<file path="src/rtl/prd_walk_pkg.sv">
package prd_walk_pkg;

  localparam int WORD_W    = 32;
  localparam int UNIT_LOG2 = 3;   // 8-byte units and alignment
  localparam int IDX_W     = 2;
  localparam int MODE_W    = 4;

  localparam logic [IDX_W-1:0] W_BUF  = 2'd0;
  localparam logic [IDX_W-1:0] W_LEN  = 2'd1;
  localparam logic [IDX_W-1:0] W_CTL  = 2'd2;
  localparam logic [IDX_W-1:0] W_LINK = 2'd3;

  localparam int FLAG_ORD  = 4;
  localparam int FLAG_OUT  = 5;
  localparam int FLAG_LAST = 7;
  localparam int MODE_LSB  = 8;

  typedef enum logic [1:0] {
    ST_IDLE,
    ST_FETCH,
    ST_XFER,
    ST_FIN
  } walkState_t;

  typedef struct packed {
    logic loadBase;
    logic takeWord;
    logic loadLink;
  } walkCtl_t;

  typedef struct packed {
    logic baseBad;
    logic entryEnd;
    logic entryBad;
    logic lastEntry;
  } walkStat_t;

endpackage

</file>
<file path="src/rtl/prd_walk_dp.sv">
module prd_walk_dp
  import prd_walk_pkg::*;
#(
  parameter int ADDR_W = 32,
  parameter int LEN_W  = 32,
  parameter int CLEN_W = 8
) (
  input  logic                        clk,
  input  logic                        rstN,
  input  walkCtl_t                    ctl,
  input  logic [ADDR_W-1:0]           cmdBase,
  input  logic [CLEN_W-1:0]           cmdLen,
  input  logic [WORD_W-1:0]           rdData,
  output walkStat_t                   stat,
  output logic [ADDR_W-1:0]           rdAddr,
  output logic [ADDR_W-1:0]           xferAddr,
  output logic [LEN_W+UNIT_LOG2-1:0]  xferBytes,
  output logic                        xferOut,
  output logic                        xferOrdered,
  output logic                        xferLast,
  output logic [MODE_W-1:0]           xferMode
);

  logic [ADDR_W-1:0] ptr;
  logic [ADDR_W-1:0] firstPtr;
  logic [ADDR_W-1:0] bufAddr;
  logic [ADDR_W-1:0] nextPtr;
  logic [LEN_W-1:0]  lenUnits;
  logic [IDX_W-1:0]  idx;
  logic [MODE_W-1:0] mode;
  logic              ordF;
  logic              outF;
  logic              lastF;
  logic              linkBad;

  // first descriptor follows the register pairs of the packet
  assign firstPtr = cmdBase + ((ADDR_W'(cmdLen) + ADDR_W'(2)) << UNIT_LOG2);
  assign rdAddr   = ptr + ADDR_W'({idx, 2'b00});

  assign linkBad = (rdData[ADDR_W-1:0] == '0) || (|rdData[UNIT_LOG2-1:0]);

  always_comb begin
    stat           = '0;
    stat.baseBad   = |cmdBase[UNIT_LOG2-1:0];
    stat.entryEnd  = (idx == W_LINK) || ((idx == W_CTL) && rdData[FLAG_LAST]);
    stat.entryBad  = (|bufAddr[UNIT_LOG2-1:0]) || ((idx == W_LINK) && linkBad);
    stat.lastEntry = lastF;
  end

  always_ff @(posedge clk or negedge rstN) begin
    if (!rstN) begin
      ptr <= '0;
      idx <= '0;
    end else begin
      if (ctl.loadBase) begin
        ptr <= firstPtr;
        idx <= '0;
      end else begin
        if (ctl.loadLink) ptr <= nextPtr;
        if (ctl.takeWord) idx <= stat.entryEnd ? '0 : idx + 1'b1;
      end
    end
  end

  always_ff @(posedge clk or negedge rstN) begin
    if (!rstN) begin
      bufAddr  <= '0;
      lenUnits <= '0;
      ordF     <= 1'b0;
      outF     <= 1'b0;
      lastF    <= 1'b0;
      mode     <= '0;
      nextPtr  <= '0;
    end else if (ctl.takeWord) begin
      case (idx)
        W_BUF:  bufAddr  <= rdData[ADDR_W-1:0];
        W_LEN:  lenUnits <= rdData[LEN_W-1:0];
        W_CTL: begin
          ordF  <= rdData[FLAG_ORD];
          outF  <= rdData[FLAG_OUT];
          lastF <= rdData[FLAG_LAST];
          mode  <= rdData[MODE_LSB +: MODE_W];
        end
        default: nextPtr <= rdData[ADDR_W-1:0];
      endcase
    end
  end

  assign xferAddr    = bufAddr;
  assign xferBytes   = {lenUnits, {UNIT_LOG2{1'b0}}};
  assign xferOut     = outF;
  assign xferOrdered = ordF;
  assign xferLast    = lastF;
  assign xferMode    = mode;

endmodule

</file>
<file path="src/rtl/prd_walk_ctrl.sv">
module prd_walk_ctrl
  import prd_walk_pkg::*;
(
  input  logic      clk,
  input  logic      rstN,
  input  logic      start,
  input  logic      rdValid,
  input  logic      xferDone,
  input  walkStat_t stat,
  output walkCtl_t  ctl,
  output logic      rdReq,
  output logic      xferValid,
  output logic      done,
  output logic      busy,
  output logic      err
);

  walkState_t st, stNext;
  logic       errNext;

  always_comb begin
    stNext  = st;
    errNext = err;
    ctl     = '0;
    case (st)
      ST_IDLE: begin
        if (start) begin
          ctl.loadBase = 1'b1;
          errNext      = stat.baseBad;
          stNext       = stat.baseBad ? ST_FIN : ST_FETCH;
        end
      end
      ST_FETCH: begin
        if (rdValid) begin
          ctl.takeWord = 1'b1;
          if (stat.entryEnd) begin
            if (stat.entryBad) begin
              errNext = 1'b1;
              stNext  = ST_FIN;
            end else begin
              stNext = ST_XFER;
            end
          end
        end
      end
      ST_XFER: begin
        if (xferDone) begin
          if (stat.lastEntry) begin
            stNext = ST_FIN;
          end else begin
            ctl.loadLink = 1'b1;
            stNext       = ST_FETCH;
          end
        end
      end
      default: stNext = ST_IDLE;
    endcase
  end

  always_ff @(posedge clk or negedge rstN) begin
    if (!rstN) begin
      st  <= ST_IDLE;
      err <= 1'b0;
    end else begin
      st  <= stNext;
      err <= errNext;
    end
  end

  assign rdReq     = (st == ST_FETCH);
  assign xferValid = (st == ST_XFER);
  assign done      = (st == ST_FIN);
  assign busy      = (st != ST_IDLE);

endmodule

</file>
<file path="src/rtl/prd_walk.sv">
module prd_walk
  import prd_walk_pkg::*;
#(
  parameter int ADDR_W = 32,
  parameter int LEN_W  = 32,
  parameter int CLEN_W = 8
) (
  input  logic                        clk,
  input  logic                        rstN,
  input  logic                        start,
  input  logic [ADDR_W-1:0]           cmdBase,
  input  logic [CLEN_W-1:0]           cmdLen,
  output logic                        busy,
  output logic                        done,
  output logic                        err,
  output logic                        rdReq,
  output logic [ADDR_W-1:0]           rdAddr,
  input  logic                        rdValid,
  input  logic [31:0]                 rdData,
  output logic                        xferValid,
  output logic [ADDR_W-1:0]           xferAddr,
  output logic [LEN_W+UNIT_LOG2-1:0]  xferBytes,
  output logic                        xferOut,
  output logic                        xferOrdered,
  output logic [MODE_W-1:0]           xferMode,
  output logic                        xferLast,
  input  logic                        xferDone
);

  walkCtl_t  ctl;
  walkStat_t stat;

  prd_walk_ctrl u_ctrl (
    .clk       (clk),
    .rstN      (rstN),
    .start     (start),
    .rdValid   (rdValid),
    .xferDone  (xferDone),
    .stat      (stat),
    .ctl       (ctl),
    .rdReq     (rdReq),
    .xferValid (xferValid),
    .done      (done),
    .busy      (busy),
    .err       (err)
  );

  prd_walk_dp #(
    .ADDR_W (ADDR_W),
    .LEN_W  (LEN_W),
    .CLEN_W (CLEN_W)
  ) u_dp (
    .clk         (clk),
    .rstN        (rstN),
    .ctl         (ctl),
    .cmdBase     (cmdBase),
    .cmdLen      (cmdLen),
    .rdData      (rdData),
    .stat        (stat),
    .rdAddr      (rdAddr),
    .xferAddr    (xferAddr),
    .xferBytes   (xferBytes),
    .xferOut     (xferOut),
    .xferOrdered (xferOrdered),
    .xferLast    (xferLast),
    .xferMode    (xferMode)
  );

endmodule

</file>
<file path="config.mk">
export PLATFORM = sky130hd
export DESIGN_NAME = prd_walk
export DESIGN_NICKNAME = d
export VERILOG_FILES = /design/src/rtl/prd_walk_pkg.sv /design/src/rtl/prd_walk_dp.sv /design/src/rtl/prd_walk_ctrl.sv /design/src/rtl/prd_walk.sv
export SDC_FILE = /design/constraint.sdc
export NUM_CORES = 1
export LEC_CHECK = 0
export ABC_AREA = 1
export CORE_UTILIZATION = 55
export DETAILED_ROUTE_END_ITERATION = 7
export PLACE_DENSITY_LB_ADDON = 0.08
export SETUP_SLACK_MARGIN = 0.15
export SLEW_MARGIN = 20
export SYNTH_ARGS = -nofsm -noshare
export SYNTH_HDL_FRONTEND = slang
export SYNTH_SLANG_ARGS = --single-unit
</file>
<file path="constraint.sdc">
create_clock -name clk -period 5.62 [get_ports clk]
set_clock_uncertainty 0.2 [all_clocks]
set_input_delay 0.562 -clock clk [delete_from_list [all_inputs] [get_ports clk]]
set_output_delay 0.562 -clock clk [all_outputs]
set_load 0.005 [all_outputs]
</file>
==> summary.md <==
| Metric | Value |
|---|---|
| H-tree depth | 4 |
| Port Buffers | 184 |
| Commonest non-fill, non-tap cell in the layout | nand2_1 |
| Core region area | 0.0139 sq mm |
| All-layer global routing usage | 0.335 |
| Sequential element share of the synthesized area | 0.444 |
| Grt total ovfl | 0 |
| Worst slew pin tran | 0.862 ns |
| Maximum number of pins on one net before global-route repair | 93 |
| Starting Density | 0.566 |
| Max Fanout on Critical Path | 5 |
| Slew headroom | 0.425 |
| Hold Vio Cnt, Final | 6 |
| R2R setup slack | 2.97 ns |
| Vias per cell | 5.48 |
| Failing checks | negative hold slack |
| Arrival time at the worst endpoint | 3.21 ns |
| Crit end category | primary output |
| Post-Syn Area | 0.00789 sq mm |
| WL/cell | 17.2 microns |
| Synth warn | 0 |
| PD cells | 484 mW/mm^2 |
| CTS resizes | 0 |
| Post-synth EDFFs | 0 |
| Die Ht | 122 microns |
| Routed via count | 7,612 |
| Routed Antenna Nets | 0 |
| Synthesized area per cell | 7.71 sq um |
| # setup viols final | 0 |
| Cts bufs inserted | 17 |
| DP HPWL | 17.5 mm |
| Commonest cells after routing, fill and taps aside | 296 x nand2_1, 183 x clkdlybuf4s50_1, 140 x dfrtp_1 |
| Post-route minimum period | 3.97 ns |
| CTS hold repair buffers | 0 |
| IO Pins | 188 |
| Data required, critical path | 4.86 ns |
| Initial antenna violation count | 0 |
| Final WL | 23.8 mm |
| Final Cycle Share | 0.707 |
| CTS tree | built |
| P&R area growth vs syn | 31.3% |
| Final core utilization | 0.743 |
| First-pass GRT wire length | 37.5 mm |
| RSZ-0062 raised after global routing | no |
| Final setup TNS | 0 ns |
| Core Rows | 43 |
| Clk sinks | 140 |
| Ant diodes | 0 |
| Die Area | 0.0148 sq mm |
| # DRC | 0 |
| Vias in the first global route | 7,292 |
| Worst-path clk slew | 0.06 ns |
| Number of post-CTS setup repair buffers | 0 |
| Synth cell types | 44 |
| CTS max path bufs | 2 |
| Setup crit start kind | flop |
| Post-synth top flop | dfrtp_1 |
| Gp weighted congestion | 0.963 |
| Pleak | 5.01 nW |
| Final hold slack | -0.0148 ns |
| Hold Path Class | primary input to asynchronous set/reset pin |
| Outcome | finished, violations left |
| Max Cap Violations | 0 |
| Die width | 122 microns |
| Synth Instances | 1,024 |
| First drt pass iteration count | 6 |
| Share of cells above drive strength 1 | 0.0562 |
| # nets final | 1,293 |
| Slew Viols, Final | 0 |
| Critical path class | flop to primary output |
| Ys async rst share | 1.00 |
| # fillers | 1,048 |
| Clk Latency, worst-skew pair | 0.42 ns |
| Root buf cell | clkbuf_16 |
| Flops & latches, synth | 140 |
| Max IR drop VDD | 0.000281 V |
| DR iter-0 viols | 645 |
| Max Freq | 252 MHz |
## sequential cells by signal, summed over array words and instances, names as in the netlist
signal,cells
u_dp.nextPtr,32
u_dp.xferOrdered,1
u_dp.ptr,32
u_ctrl.err,1
u_dp.xferLast,1
u_dp.xferAddr,32
u_ctrl.st,2
u_dp.xferOut,1
u_dp.xferMode,4
u_dp.lenUnits,32
u_dp.idx,2
## logic make-up after synthesis
family,share of synthesized area
and+or+nand+nor,0.286
buffers and inverters,0.0889
AOI/OAI and AO/OA,0.107
DFF,0.444
xor gates and xnor gates,0.0422
adders and majority gates,0.0320
other,0.000475
## metrics by stage
stage               worst slack [ns]  hold slack, ns  total power (W)  instances  cell area, sq um
floorplan                       3.01          0.0664          0.00274       1026              7900
global placement                2.17           0.266          0.00379       1358              9780
global route                    1.49          0.0782          0.00532       1389             10400
detailed placement              2.12           0.264          0.00386       1358              9780
CTS                             1.70          0.0428          0.00502       1389             10400
finish                          1.65         -0.0148          0.00502       1389             10400
## per-layer routing
| metal | global-route usage | vias to the layer above | part of all wire |
|---|---|---|---|
| li1 | - | 3647 | - |
| met1 | 0.445 | 3583 | 0.42 |
| met2 | 0.526 | 326 | 0.46 |
| met3 | 0.0801 | 56 | 0.084 |
| met4 | 0.133 | 0 | 0.030 |
| met5 | 0 | - | 0 |
## path summary, 6_finish.rpt
| kind | cells past startpoint | start | end |
|---|---|---|---|
| max in group asynchronous | 2 | rstN | u_dp.xferOut$_DFFE_PN0P_ |
| worst min-delay path | 1 | rstN | u_dp.xferAddr[4]$_DFFE_PN0P_ |
| worst max-delay path | 9 | u_dp.idx[0]$_DFFE_PN0P_ | rdAddr[30] |
| min in group clk | 2 | u_ctrl.err$_DFFE_PN0P_ | u_ctrl.err$_DFFE_PN0P_ |
| worst max register to register | 8 | u_ctrl.st[0]$_DFFE_PN0P_ | u_dp.ptr[7]$_DFFE_PN0P_ |
| worst min register to register | 2 | u_ctrl.err$_DFFE_PN0P_ | u_ctrl.err$_DFFE_PN0P_ |
## layout make-up
| cell class | instances | area (sq um) | share of cell area |
|---|---|---|---|
| multi-input combinational | 721 | 3690 | 0.357 |
| sequential | 140 | 3500 | 0.338 |
| timing repair buffer | 187 | 1870 | 0.180 |
| clock buffer | 17 | 425 | 0.0411 |
| clock inverter | 14 | 158 | 0.0152 |
| inverter | 130 | 488 | 0.0471 |
| tap | 180 | 225 | 0.0217 |
## cell usage after synthesis (all sizes together) (6+ instances only)
cell | instances | area share
inv | 130 | 0.062
nor2 | 67 | 0.037
o22ai | 6 | 0.0048
xor2 | 27 | 0.030
o211ai | 8 | 0.0076
a21oi | 12 | 0.0076
nor4 | 6 | 0.0082
dfrtp | 140 | 0.44
nand2 | 304 | 0.15
xnor2 | 11 | 0.012
nor3 | 19 | 0.015
ha | 17 | 0.027
nand4 | 15 | 0.014
nand3 | 85 | 0.054
buf | 31 | 0.025
o21ai | 118 | 0.075
## critical path, cell delays in order (launching register included)
cell	delay, ns
dfrtp_1	0.44
ha_1	0.20
inv_1	0.07
fa_1	0.41
nor2_1	0.12
nand2_1	0.12
nor4_2	0.51
nand4_1	0.19
xnor2_1	0.20
clkdlybuf4s50_1	0.52
## report_power, final
part           total [W]  switching [W]  internal [W]
logic            0.00209        0.00103       0.00106
clock network    0.00113       0.000466      0.000660
registers        0.00180       0.000349       0.00145
total            0.00502        0.00185       0.00317
No activity file was read; power rests on OpenSTA's default activity.
